## config.mk

```make
export PLATFORM = sky130hd
export DESIGN_NAME = lcd7_static_drv
export DESIGN_NICKNAME = d
export VERILOG_FILES = /design/src/rtl/lcd7_pkg.sv /design/src/rtl/lcd7_reading_latch.sv /design/src/rtl/lcd7_bp_divider.sv /design/src/rtl/lcd7_digit_decode.sv /design/src/rtl/lcd7_static_drv.sv
export SDC_FILE = /design/constraint.sdc
export NUM_CORES = 1
export LEC_CHECK = 0
export BUFFER_PORTS_ARGS = -buffer_cell sky130_fd_sc_hd__buf_2
export CAP_MARGIN = 30
export CELL_PAD_IN_SITES_DETAIL_PLACEMENT = 1
export CELL_PAD_IN_SITES_GLOBAL_PLACEMENT = 1
export CORE_UTILIZATION = 43
export DETAILED_ROUTE_END_ITERATION = 8
export GPL_ROUTABILITY_DRIVEN = 0
export PLACE_DENSITY = 0.84
export REMOVE_ABC_BUFFERS = 1
export SYNTH_ARGS = -nofsm -noshare
export SYNTH_HDL_FRONTEND = slang
export SYNTH_SLANG_ARGS = --single-unit
```

## constraint.sdc

```tcl
create_clock -name clk -period 2.5 [get_ports clk]
set_input_delay 0.375 -clock clk [delete_from_list [all_inputs] [get_ports clk]]
set_output_delay 0.375 -clock clk [all_outputs]
set_load 0.01 [all_outputs]
```

## src/rtl/lcd7_pkg.sv

```systemverilog
// Package: shared constants and the BCD to seven-segment decode function.
// Assumes segment a sits in bit 0 and segment g in bit 6.
package lcd7_pkg;

    localparam int SEG_W = 7;
    localparam int BCD_W = 4;

    // Decode one BCD code into a lit-segment mask; codes above 9 light nothing.
    function automatic logic [SEG_W-1:0] bcd_to_seg(input logic [BCD_W-1:0] code);
        logic [SEG_W-1:0] m;
        case (code)
            4'd0:    m = 7'h3F;
            4'd1:    m = 7'h06;
            4'd2:    m = 7'h5B;
            4'd3:    m = 7'h4F;
            4'd4:    m = 7'h66;
            4'd5:    m = 7'h6D;
            4'd6:    m = 7'h7D;
            4'd7:    m = 7'h07;
            4'd8:    m = 7'h7F;
            4'd9:    m = 7'h6F;
            default: m = 7'h00;
        endcase
        return m;
    endfunction

endpackage

```

## src/rtl/lcd7_reading_latch.sv

```systemverilog
// Reading latch: captures digits and flags on a single-cycle load strobe.
// Assumes the strobe marks a complete, settled reading. The reset value is
// an all-blank display (BCD code 15 in every digit, flags clear).
module lcd7_reading_latch
    import lcd7_pkg::*;
#(
    parameter int LOW_DIGITS = 3
) (
    input  logic                          clk,
    input  logic                          rst_n,
    input  logic                          load_i,
    input  logic [LOW_DIGITS*BCD_W-1:0]   bcd_i,
    input  logic                          thou_i,
    input  logic                          neg_i,
    input  logic                          ovr_i,
    output logic [LOW_DIGITS*BCD_W-1:0]   bcd_q,
    output logic                          thou_q,
    output logic                          neg_q,
    output logic                          ovr_q
);

    // Hold the displayed reading; replace it only when the strobe is high.
    always_ff @(posedge clk) begin
        if (!rst_n) begin
            bcd_q  <= '1;
            thou_q <= 1'b0;
            neg_q  <= 1'b0;
            ovr_q  <= 1'b0;
        end else if (load_i) begin
            bcd_q  <= bcd_i;
            thou_q <= thou_i;
            neg_q  <= neg_i;
            ovr_q  <= ovr_i;
        end
    end

endmodule

```

## src/rtl/lcd7_bp_divider.sv

```systemverilog
// Backplane divider: counts HALF_PERIOD clocks, then pulses tick_o and flips
// the phase. Assumes HALF_PERIOD >= 2. The counter restarts on synchronous reset.
module lcd7_bp_divider #(
    parameter int HALF_PERIOD = 100
) (
    input  logic clk,
    input  logic rst_n,
    output logic tick_o,
    output logic phase_o
);

    localparam int CNT_W = (HALF_PERIOD > 1) ? $clog2(HALF_PERIOD) : 1;
    localparam logic [CNT_W-1:0] LAST = CNT_W'(HALF_PERIOD - 1);

    logic [CNT_W-1:0] cnt_q;
    logic             phase_q;

    assign tick_o  = (cnt_q == LAST);
    assign phase_o = phase_q;

    // Count clocks inside one half period and wrap on the last one.
    always_ff @(posedge clk) begin
        if (!rst_n)      cnt_q <= '0;
        else if (tick_o) cnt_q <= '0;
        else             cnt_q <= cnt_q + 1'b1;
    end

    // Flip the backplane phase once per half period.
    always_ff @(posedge clk) begin
        if (!rst_n)      phase_q <= 1'b0;
        else if (tick_o) phase_q <= ~phase_q;
    end

endmodule

```

## src/rtl/lcd7_digit_decode.sv

```systemverilog
// Digit decode: one seven-segment decoder per lower digit, with a common
// blank input that darkens all of them. Purely combinational.
module lcd7_digit_decode
    import lcd7_pkg::*;
#(
    parameter int LOW_DIGITS = 3
) (
    input  logic [LOW_DIGITS*BCD_W-1:0] bcd_i,
    input  logic                        blank_i,
    output logic [LOW_DIGITS*SEG_W-1:0] lit_o
);

    for (genvar d = 0; d < LOW_DIGITS; d++) begin : g_digit
        // Map this digit's code to its lit mask, or dark when blanked.
        always_comb begin
            lit_o[d*SEG_W +: SEG_W] = blank_i ? '0
                                    : bcd_to_seg(bcd_i[d*BCD_W +: BCD_W]);
        end
    end

endmodule

```

## src/rtl/lcd7_static_drv.sv

```systemverilog
// Static LCD driver top: latch -> decode -> output stage, timed by the divider.
// Every output is a register loaded only on the divider tick. Normal mode
// drives each line as the backplane XOR the lit state. Lamp test drives a
// steady level: backplane 0, all segment lines 1.
module lcd7_static_drv
    import lcd7_pkg::*;
#(
    parameter int HALF_PERIOD = 100,
    parameter int LOW_DIGITS  = 3
) (
    input  logic                        clk,
    input  logic                        rst_n,
    input  logic                        rd_load,
    input  logic [LOW_DIGITS*BCD_W-1:0] rd_bcd,
    input  logic                        rd_thousand,
    input  logic                        rd_negative,
    input  logic                        rd_overrange,
    input  logic                        lamp_test,
    output logic                        bp_out,
    output logic [LOW_DIGITS*SEG_W-1:0] seg_digits,
    output logic                        seg_thousand,
    output logic                        seg_minus
);

    localparam int LOW_W = LOW_DIGITS * SEG_W;
    localparam int ALL_W = LOW_W + 2;

    logic [LOW_DIGITS*BCD_W-1:0] bcd_q;
    logic                        thou_q, neg_q, ovr_q;
    logic [LOW_W-1:0]            lit_low;
    logic                        lit_one;
    logic                        tick, phase;
    logic [ALL_W-1:0]            lit_all;
    logic [ALL_W-1:0]            seg_q;
    logic                        bp_q;

    lcd7_reading_latch #(.LOW_DIGITS(LOW_DIGITS)) latch_i (
        .clk    (clk),
        .rst_n  (rst_n),
        .load_i (rd_load),
        .bcd_i  (rd_bcd),
        .thou_i (rd_thousand),
        .neg_i  (rd_negative),
        .ovr_i  (rd_overrange),
        .bcd_q  (bcd_q),
        .thou_q (thou_q),
        .neg_q  (neg_q),
        .ovr_q  (ovr_q)
    );

    lcd7_digit_decode #(.LOW_DIGITS(LOW_DIGITS)) decode_i (
        .bcd_i   (bcd_q),
        .blank_i (ovr_q),
        .lit_o   (lit_low)
    );

    lcd7_bp_divider #(.HALF_PERIOD(HALF_PERIOD)) div_i (
        .clk     (clk),
        .rst_n   (rst_n),
        .tick_o  (tick),
        .phase_o (phase)
    );

    // Gather the lit state of every line: minus, thousands, lower digits.
    always_comb begin
        lit_one = thou_q | ovr_q;
        lit_all = {neg_q, lit_one, lit_low};
    end

    // Load all lines on the tick, using the backplane level that follows it.
    always_ff @(posedge clk) begin
        if (!rst_n) begin
            bp_q  <= 1'b0;
            seg_q <= '0;
        end else if (tick) begin
            if (lamp_test) begin
                bp_q  <= 1'b0;
                seg_q <= '1;
            end else begin
                bp_q  <= ~phase;
                seg_q <= lit_all ^ {ALL_W{~phase}};
            end
        end
    end

    assign bp_out       = bp_q;
    assign seg_digits   = seg_q[LOW_W-1:0];
    assign seg_thousand = seg_q[LOW_W];
    assign seg_minus    = seg_q[LOW_W+1];

endmodule

```

==> results.md, run 1 <==
* Die span in y at 90.2 um
* CTS tree: done
* Worst-Margin Slew at 0.844 ns
* Starting Density at 45.4%
* Critical path arrival at 2.21 ns
* Die Wd at 90.2 um
* FF-to-FF Start: div_i.cnt_q[2]
* Initial antenna violation count at 0
* Area of the multi-input gates at 0.00183 mm^2
* Post-CTS Setup Inserts at 0
* Crit Path Category: in2reg
* Worst Hold Class: in2reg
* Via density at 5.22
* Via count at 2754
* Netlist cell types at 43
* Cell Pwr Density at 599 mW/mm^2
* Synth area leader: dfxtp_1
* Syn_area_per_cell at 8.67 um^2
* Synth Warn # at 0
* Fill cells at 888
* Core Area at 0.00737 mm^2
* Largest net degree at the start of global routing at 25
* Placed inst area at 0.00364 mm^2
* Post-synth EDFFs at 0
* Global-route wire length before repair at 13.5 mm
* Clk_lat worst skew at 0.35 ns
* IO Pins at 43
* Worst-path fanout max at 23
* Resize count post-CTS at 0
* Total GRT Usage at 20.8%
* Initial DRC count at 72
* Synth cell count leaders: dfxtp_1, nor2_1, xnor2_1
* RSZ-0062 raised after global routing: no
* Seq/Total Area, Yosys at 40.7%
* Hold path startpoint: rd_negative
* Design Area, Final at 0.00383 mm^2
* Setup crit end kind: flop
* Post-synth top area share at 40.7%
* Clock Tree Buf Depth at 2
* Proportion of layout cells with a drive suffix above 1 at 17.2%
* Die ar. at 0.00814 mm^2
* Status: finished clean
* DRT Pass-1 Iters at 4
* Top-count cell post-synth: dfxtp_1
* ANT nets after route at 0
* Hpwl dp at 5.64 mm
* Residual DRC count at 0
* H-tree Lvls at 3
* Synth Flop Type: dfxtp_1
* Pleak at 1.72 nW
* Clock root buffer: clkbuf_8
* Crit path from: rd_load
* Crit path cell chain: buf_2 -> mux2i_1 -> nand2_1 -> ha_1 -> mux2i_1 -> nor2_1 -> a211oi_1 -> or2_1
* Clk slew on worst S/H paths at 0.08 ns
* Num CTS Buffers at 9
* Final slew viol count at 0
* # hold bufs at CTS at 0
* Number of port buffers at 42
* Cells after synthesis at 386
* Async S/R FF share, synth at 0%
* Synth Register Bits at 68
* Crit start category: input port
* Crit share post-route at 76.5%
* GRT overflow at 0
* Vias in the first global route at 2836
* Fmax at 523 MHz
* Maximum vdd ir drop at 0.270 mV
* Sequential Area at 0.00136 mm^2
* Mapped Area at 0.00335 mm^2
* Synth-to-Final Area Change at 14.6%
* Clk_skew at 0.00730 ns
* Setup TNS at 0 ns
* Worst path required time at 2.79 ns
* # setup viols final at 0
* CP most frequent cell: mux2i_1
* Slew margin rel. at 43.7%
* CP peak stage delay at 0.42 ns
* Average wire per standard cell at 15.2 um
* Area contributors post-synth: dfxtp_1, xnor2_1, ha_1
* Final hold viol count at 0
* ANT cells at 0
* Tmin final at 1.91 ns
* Routed WL at 8.02 mm
* CTS sink count at 68
* Layout Nets at 462
* Cell Rows at 31
* CP max stage cell: buf_2
* Max-cap violations at 0
## metal layers
metal  global-route usage (%)  routed length (um)  share of wire, %  vias up
met2                     36.5                4010                50       49
met4                     8.06                 111               1.4        0
met1                     24.3                3670                46     1328
met3                     5.16                 232               2.9       10
met5                        0                   0                 0        -
li1                         -                   -                 -     1367
## worst max-delay path: cells and delay by family
family / cells / cell delay, ns
mux: 2 / 0.45
simple gates: 3 / 0.35
buf+inv: 1 / 0.42
compound gates: 1 / 0.32
fa+ha+maj: 1 / 0.27
## logic make-up after synthesis
family	Yosys count	synth area share (%)
flops	68	40.7
xor+xnor	34	8.90
simple gates	140	20.6
compound gates	70	12.5
fa+ha+maj	19	7.10
mux	18	5.61
buf+inv	37	4.60
## path summary, 6_finish.rpt
kind | to | slack [ns] | cells after the start
max | flop | 0.59 | 8
min | latch_i.neg_q | 0.30 | 3
max reg2reg | seg_q[6] | 0.70 | 5
min reg2reg | bp_out | 0.47 | 2
## power by group
group          switching, mW  internal (mW)  total, mW
clock network          0.427          0.456      0.884
logic                  0.148          0.112      0.260
registers             0.0285           1.13       1.15
## per-stage QoR
step                hold WS, ns  power (mW)  cells  setup slack (ns)  utilization, %
floorplan                 0.430        1.33    362             0.831               -
detailed placement        0.468        1.44    512             0.225            49.4
global placement          0.436        1.42    512             0.354            49.4
global route              0.299        2.41    528             0.442            52.0
finish                    0.301        2.30    528             0.587            52.0
CTS                       0.293        2.32    528             0.603            52.0
## cells in the final DEF (no fill, tap or decap), types with 2 or more instances in the layout
master and n:
mux2i_1 16, nand2_1 24, a21oi_1 14, clkinv_2 4, nor2b_1 26, a21o_1 5, o22ai_1 7, xor2_1 6
and3_1 2, o21ai_1 22, xnor2_1 28, dfxtp_1 68, nand2b_1 3, inv_1 12, buf_4 9, a211oi_1 3
nor2_1 43, ha_1 19, or3_1 2, nand3_1 5, nor3b_1 2, clkbuf_8 9, mux2i_2 2, and2_1 2
buf_2 42, a31oi_1 2, o32ai_1 2, o21ai_0 6, clkinv_4 2, o211ai_1 3, nor3_1 24
## final cells by class
cell class	instances	area share [%]
Inverter	13	1.27
Tap cell	99	3.23
Sequential cell	68	35.5
Clock inverter	7	1.76
Timing Repair Buffer	51	7.24
Clock buffer	9	3.23
Multi-Input combinational cell	281	47.8
Power figures use the tool's default switching activity.
==> run 2: changes to the inputs <==
Settings changed: ABC_AREA set to 1, CORE_UTILIZATION 43 to 37, PLACE_DENSITY 0.84 to 0.82.
Clock period 2.5 ns to 1.7 ns, I/O delays scaled along.
==> results.md, run 2 <==
* Crit start category: flop
* Post-CTS Setup Inserts at 0
* Num CTS Buffers at 9
* Layout Nets at 627
* Die span in y at 100 um
* Cell Rows at 35
* Area contributors post-synth: dfxtp_1, nand2_1, nand3_1
* Max-cap violations at 0
* Clk_lat worst skew at 0.35 ns
* Most common cell after layout, fill and taps aside: nand2_1
* Final hold viol count at 0
* Clock root buffer: clkbuf_8
* Syn_area_per_cell at 6.51 um^2
* IO Pins at 43
* Flop pwr share at 48.8%
* CP peak stage delay at 0.35 ns
* CP max stage cell: dfxtp_1
* Pleak at 2.24 nW
* Average wire per standard cell at 12.0 um
* Proportion of layout cells with a drive suffix above 1 at 14.0%
* Critical path arrival at 1.73 ns
* Synth-to-Final Area Change at 15.7%
* Fill cells at 1279
* CTS tree: done
* Overall power at 3.49 mW
* Post-synth EDFFs at 0
* Hpwl dp at 6.39 mm
* Async S/R FF share, synth at 0%
* Fmax at 672 MHz
* Mapped Area at 0.00356 mm^2
* Worst path required time at 1.94 ns
* Initial DRC count at 63
* Maximum vdd ir drop at 0.365 mV
* Clock Tree Buf Depth at 2
* Final worst setup slack at 0.212 ns
* Placed inst area at 0.00392 mm^2
* Starting Density at 38.3%
* ANT nets after route at 0
* Total GRT Usage at 19.2%
* Final slew viol count at 0
* Residual DRC count at 0
* Setup crit end kind: flop
* Clk_skew at 0.0113 ns
* Worst Hold Class: in2reg
* Synth area leader: dfxtp_1
* Number of port buffers at 42
* Worst-path fanout max at 48
* Die ar. at 0.0100 mm^2
* Combinational Power Share at 11.8%
* Tmin final at 1.49 ns
* Cell Pwr Density at 849 mW/mm^2
* Crit Path Category: reg2reg
* Core Area at 0.00928 mm^2
* Worst-Margin Slew at 0.384 ns
* Vias in the first global route at 3337
* Synth Register Bits at 68
* Synth Warn # at 0
* # setup viols final at 0
* Resize count post-CTS at 0
* Via count at 3348
* Cells after synthesis at 546
* Netlist cell types at 21
* Inst Count DP at 707
* Pre-CTS setup slack at 0.0356 ns
* Die Wd at 100 um
* Power share of the clock group at 39.4%
* Post-synth top area share at 38.3%
* Sw power at 0.922 mW
* # hold bufs at CTS at 0
* Status: finished clean
* CTS sink count at 68
* Most frequent cells in the layout: nand2_1, nor2_1, dfxtp_1
* Crit path cell chain: ha_1 -> inv_2 -> nor2_4 -> nand3_2 -> buf_12 -> nand2_1 -> nor3_1
* Seq/Total Area, Yosys at 38.3%
* Int Pwr at 2.57 mW
* Clk slew on worst S/H paths at 0.07 ns
* Synth Flop Type: dfxtp_1
* H-tree Lvls at 3
* Global-route wire length before repair at 15.2 mm
* Switching share of power at 26.4%
* Finished Layout Cells at 723
* Synth cell count leaders: nand2_1, nor2_1, dfxtp_1
* Top-count cell post-synth: nand2_1
* Initial antenna violation count at 0
* Via density at 4.63
* Crit share post-route at 87.5%
* ANT cells at 0
* Routed WL at 8.65 mm
* Design Area, Final at 0.00412 mm^2
* GRT overflow at 0
* RSZ-0062 raised after global routing: no
* Slew margin rel. at 74.4%
* Largest net degree at the start of global routing at 49
* DRT Pass-1 Iters at 4
==> run 2: cell types whose count changed after synthesis, moves of 8 or more <==
cell	previous run	this run
o21ai_1	22	1
clkbuf_1	14	4
nor2b_1	26	0
nor3_1	24	1
nor2_1	43	72
a21oi_1	14	6
inv_1	12	64
nand4_1	1	9
nand3_1	5	66
nand2_1	24	194
mux2i_1	16	0
xnor2_1	28	0
==> run 2: final cells by class <==
cell class	count	area (um^2)	area share [%]
Clock inverter	1	30.0	0.730
Sequential cell	68	1360	33.1
Inverter	68	255	6.20
Multi-Input combinational cell	385	1790	43.6
Timing Repair Buffer	57	348	8.45
Clock buffer	15	166	4.04
Tap cell	129	161	3.92
==> run 2: final timing paths <==
kind | slack, ns | depth (start not counted) | startpoint | endpoint
max | 0.21 | 7 | div_i.cnt_q[0] | div_i.cnt_q[3]
max reg2reg | 0.21 | 7 | div_i.cnt_q[0] | div_i.cnt_q[3]
min | 0.13 | 3 | rd_negative | latch_i.neg_q
min reg2reg | 0.45 | 1 | div_i.cnt_q[0] | div_i.cnt_q[0]
==> run 2: critical path: cells and delay by family (launching register included) <==
kind / cells / cell delay (ns)
adder cells (fa/ha/maj): 1 / 0.30
flip-flops: 1 / 0.35
AND/OR/NAND/NOR: 4 / 0.44
buffers and inverters: 2 / 0.28
==> run 2: routing by layer <==
layer,vias up,wire length (um),track usage (%)
met4,0,103,5.46
met5,-,0,0
li1,1748,-,-
met2,42,4050,31.5
met3,8,266,4.94
met1,1550,4230,24.9
==> run 2: logic make-up (layout without fill, tap and decap cells) <==
group / count (synthesis) / in the layout / share of synthesized area (%)
AOI/OAI and AO/OA: 13 / 13 / 1.83
adders and majority gates: 19 / 19 / 6.68
buffers and inverters: 93 / 141 / 11.3
DFF: 68 / 68 / 38.3
and+or+nand+nor: 353 / 353 / 41.9
==> run 2: power by group through the flow <==
stage	logic (mW)	clock network [mW]	registers [mW]
after floorplan	0.261	0	1.73
after global placement	0.389	0	1.74
after detailed placement	0.414	0	1.74
after CTS	0.420	1.40	1.71
after global routing	0.478	1.48	1.71
final	0.412	1.38	1.71
==> run 2: through the flow <==
step / setup TNS (ns) / hold slack [ns] / util (%)
detailed placement: 0 / 0.437 / 42.2
floorplan: -0.128 / 0.339 / -
CTS: 0 / 0.122 / 44.3
global placement: 0 / 0.428 / 42.2
global route: 0 / 0.133 / 44.3
finish: 0 / 0.127 / 44.3
==> run 3: changes to the inputs <==
Settings changed: ABC_AREA 1 to 0, CORE_UTILIZATION 37 to 39, PLACE_DENSITY 0.82 to 0.81.
==> results.md, run 3 (synthesis results as in run 1) <==
* Proportion of layout cells with a drive suffix above 1 at 25.0%
* GR Util met2 at 37.9%
* Met1 track demand over resource at 24.5%
* Num CTS Buffers at 9
* Clk_skew at 0.00982 ns
* Via count at 2883
* CTS sink count at 68
* Crit start category: flop
* Hold path startpoint: rd_bcd[0]
* Final slew viol count at 0
* R2R depth at 8
* Clock Tree Buf Depth at 2
* Via density at 5.07
* Critical path arrival at 1.92 ns
* Die ar. at 0.00896 mm^2
* Die span in y at 94.6 um
* CP max stage cell: dfxtp_1
* Met3 Use GR at 3.22%
* Worst-Margin Slew at 0.504 ns
* Largest net degree at the start of global routing at 25
* Layout Nets at 497
* DRT Pass-1 Iters at 4
* Total GRT Usage at 20.9%
* WP depth at 8
* Clk slew on worst S/H paths at 0.07 ns
* Most Crowded Layer GR: met2
* GRT overflow at 0
* Cell Rows at 33
* Setup crit end kind: flop
* Post-CTS Setup Inserts at 0
* Crit path from: latch_i.bcd_q[5]
* Core Area at 0.00826 mm^2
* Number of port buffers at 42
* # hold bufs at CTS at 0
* Crit Path Category: reg2reg
* Routed WL at 8.76 mm
* Worst path required time at 2.00 ns
* Tmin final at 1.62 ns
* ANT cells at 0
* Hold_ws at 0.188 ns
* Initial antenna violation count at 0
* Crit path cell chain: mux2i_1 -> nand2_1 -> inv_1 -> ha_1 -> nor2_1 -> a21oi_1 -> a211oi_2 -> a21o_1
* Most frequent cells in the layout: dfxtp_1, buf_4, nor2_1
* Crit share post-route at 95.4%
* Residual DRC count at 0
* Vias in the first global route at 2968
* Maximum vdd ir drop at 0.385 mV
* Buf/Inv on CP at 1
* Pleak at 1.90 nW
* Slew margin rel. at 66.4%
* Inst Count DP at 553
* Finished Layout Cells at 569
* Clock root buffer: clkbuf_8
* Clk_lat worst skew at 0.35 ns
* Max-cap violations at 0
* FF-to-FF Start: latch_i.bcd_q[5]
* Die Wd at 94.6 um
* Worst Hold Class: in2reg
* Status: finished clean
* Average wire per standard cell at 15.4 um
* Hpwl dp at 6.37 mm
* ANT nets after route at 0
* H-tree Lvls at 3
* Synth-to-Final Area Change at 24.3%
* Final hold viol count at 0
* Overall power at 3.64 mW
* Cell Pwr Density at 876 mW/mm^2
* CTS tree: done
* Fmax at 616 MHz
* Initial DRC count at 67
* Global-route wire length before repair at 14.4 mm
* R2R setup slack at 0.08 ns
* Most common cell after layout, fill and taps aside: dfxtp_1
* # setup viols final at 0
* IO Pins at 43
* Worst-path fanout max at 4
* CP peak stage delay at 0.42 ns
* CP delay by family, top: compound AO/OA/AOI/OAI gates
* Starting Density at 40.5%
==> run 3: cell count changes in the layout (fill, tap and decap cells not counted), moves of 28 or more <==
cell | previous run | this run
inv_1 | 64 | 11
nand2_1 | 194 | 24
nand3_1 | 66 | 5
nor2_1 | 72 | 43
buf_4 | 13 | 44
xnor2_1 | 0 | 28
==> run 3: per-layer routing <==
| layer | part of all wire (%) | up-vias |
|---|---|---|
| met4 | 2.0 | 0 |
| met3 | 2.6 | 12 |
| met2 | 52 | 54 |
| li1 | - | 1441 |
| met5 | 0 | - |
| met1 | 44 | 1376 |
==> run 3: timing repair <==
action	CTS	global route
resized for setup	0	9
setup endpoints to repair	0	6
endpoints found under the hold margin	0	0
==> run 3: per-stage QoR <==
| step | util, % | cell area, um^2 | setup WS (ns) | TNS (ns) |
|---|---|---|---|---|
| final | 50.4 | 4160 | 0.0779 | 0 |
| after global routing | 50.4 | 4160 | -0.0778 | -0.219 |
| after global placement | 47.4 | 3910 | -0.0658 | -0.348 |
| after detailed placement | 47.4 | 3910 | -0.222 | -1.44 |
| after floorplan | - | 3240 | 0.0312 | 0 |
| after CTS | 50.0 | 4130 | 0.00800 | 0 |
==> run 3: cell type report <==
cell class | instances | area [um^2]
flip-flops and latches | 68 | 1360
clock buffers | 11 | 141
well taps | 105 | 131
repair buffers | 86 | 543
fillers | 1003 | 4100
inverters | 13 | 48.8
clock inverters | 5 | 75.1
multi-input cells | 281 | 1860
==> run 3: worst reg2reg max path, stage by stage (launching register included) <==
cell      delay [ns]
dfxtp_1         0.42
mux2i_1         0.12
nand2_1         0.12
inv_1           0.08
ha_1            0.20
nor2_1          0.15
a21oi_1         0.08
a211oi_2        0.28
a21o_1          0.12
==> run 3: how the worst min path moves through the flow <==
stage | end | slack, ns | depth (start not counted)
2_1_floorplan | latch_i.bcd_q[0] | 0.32 | 1
3_3_place_gp | div_i.cnt_q[0] | 0.44 | 1
3_5_place_dp | div_i.cnt_q[0] | 0.46 | 1
4_1_cts | latch_i.bcd_q[0] | 0.18 | 3
5_1_grt | latch_i.bcd_q[4] | 0.18 | 3
6_report | latch_i.bcd_q[0] | 0.19 | 3
==> run 3: power breakdown <==
group | internal, mW | switching (mW) | total, mW
combinational | 0.221 | 0.247 | 0.468
clock | 0.859 | 0.623 | 1.48
sequential | 1.66 | 0.0376 | 1.69
total | 2.74 | 0.908 | 3.64
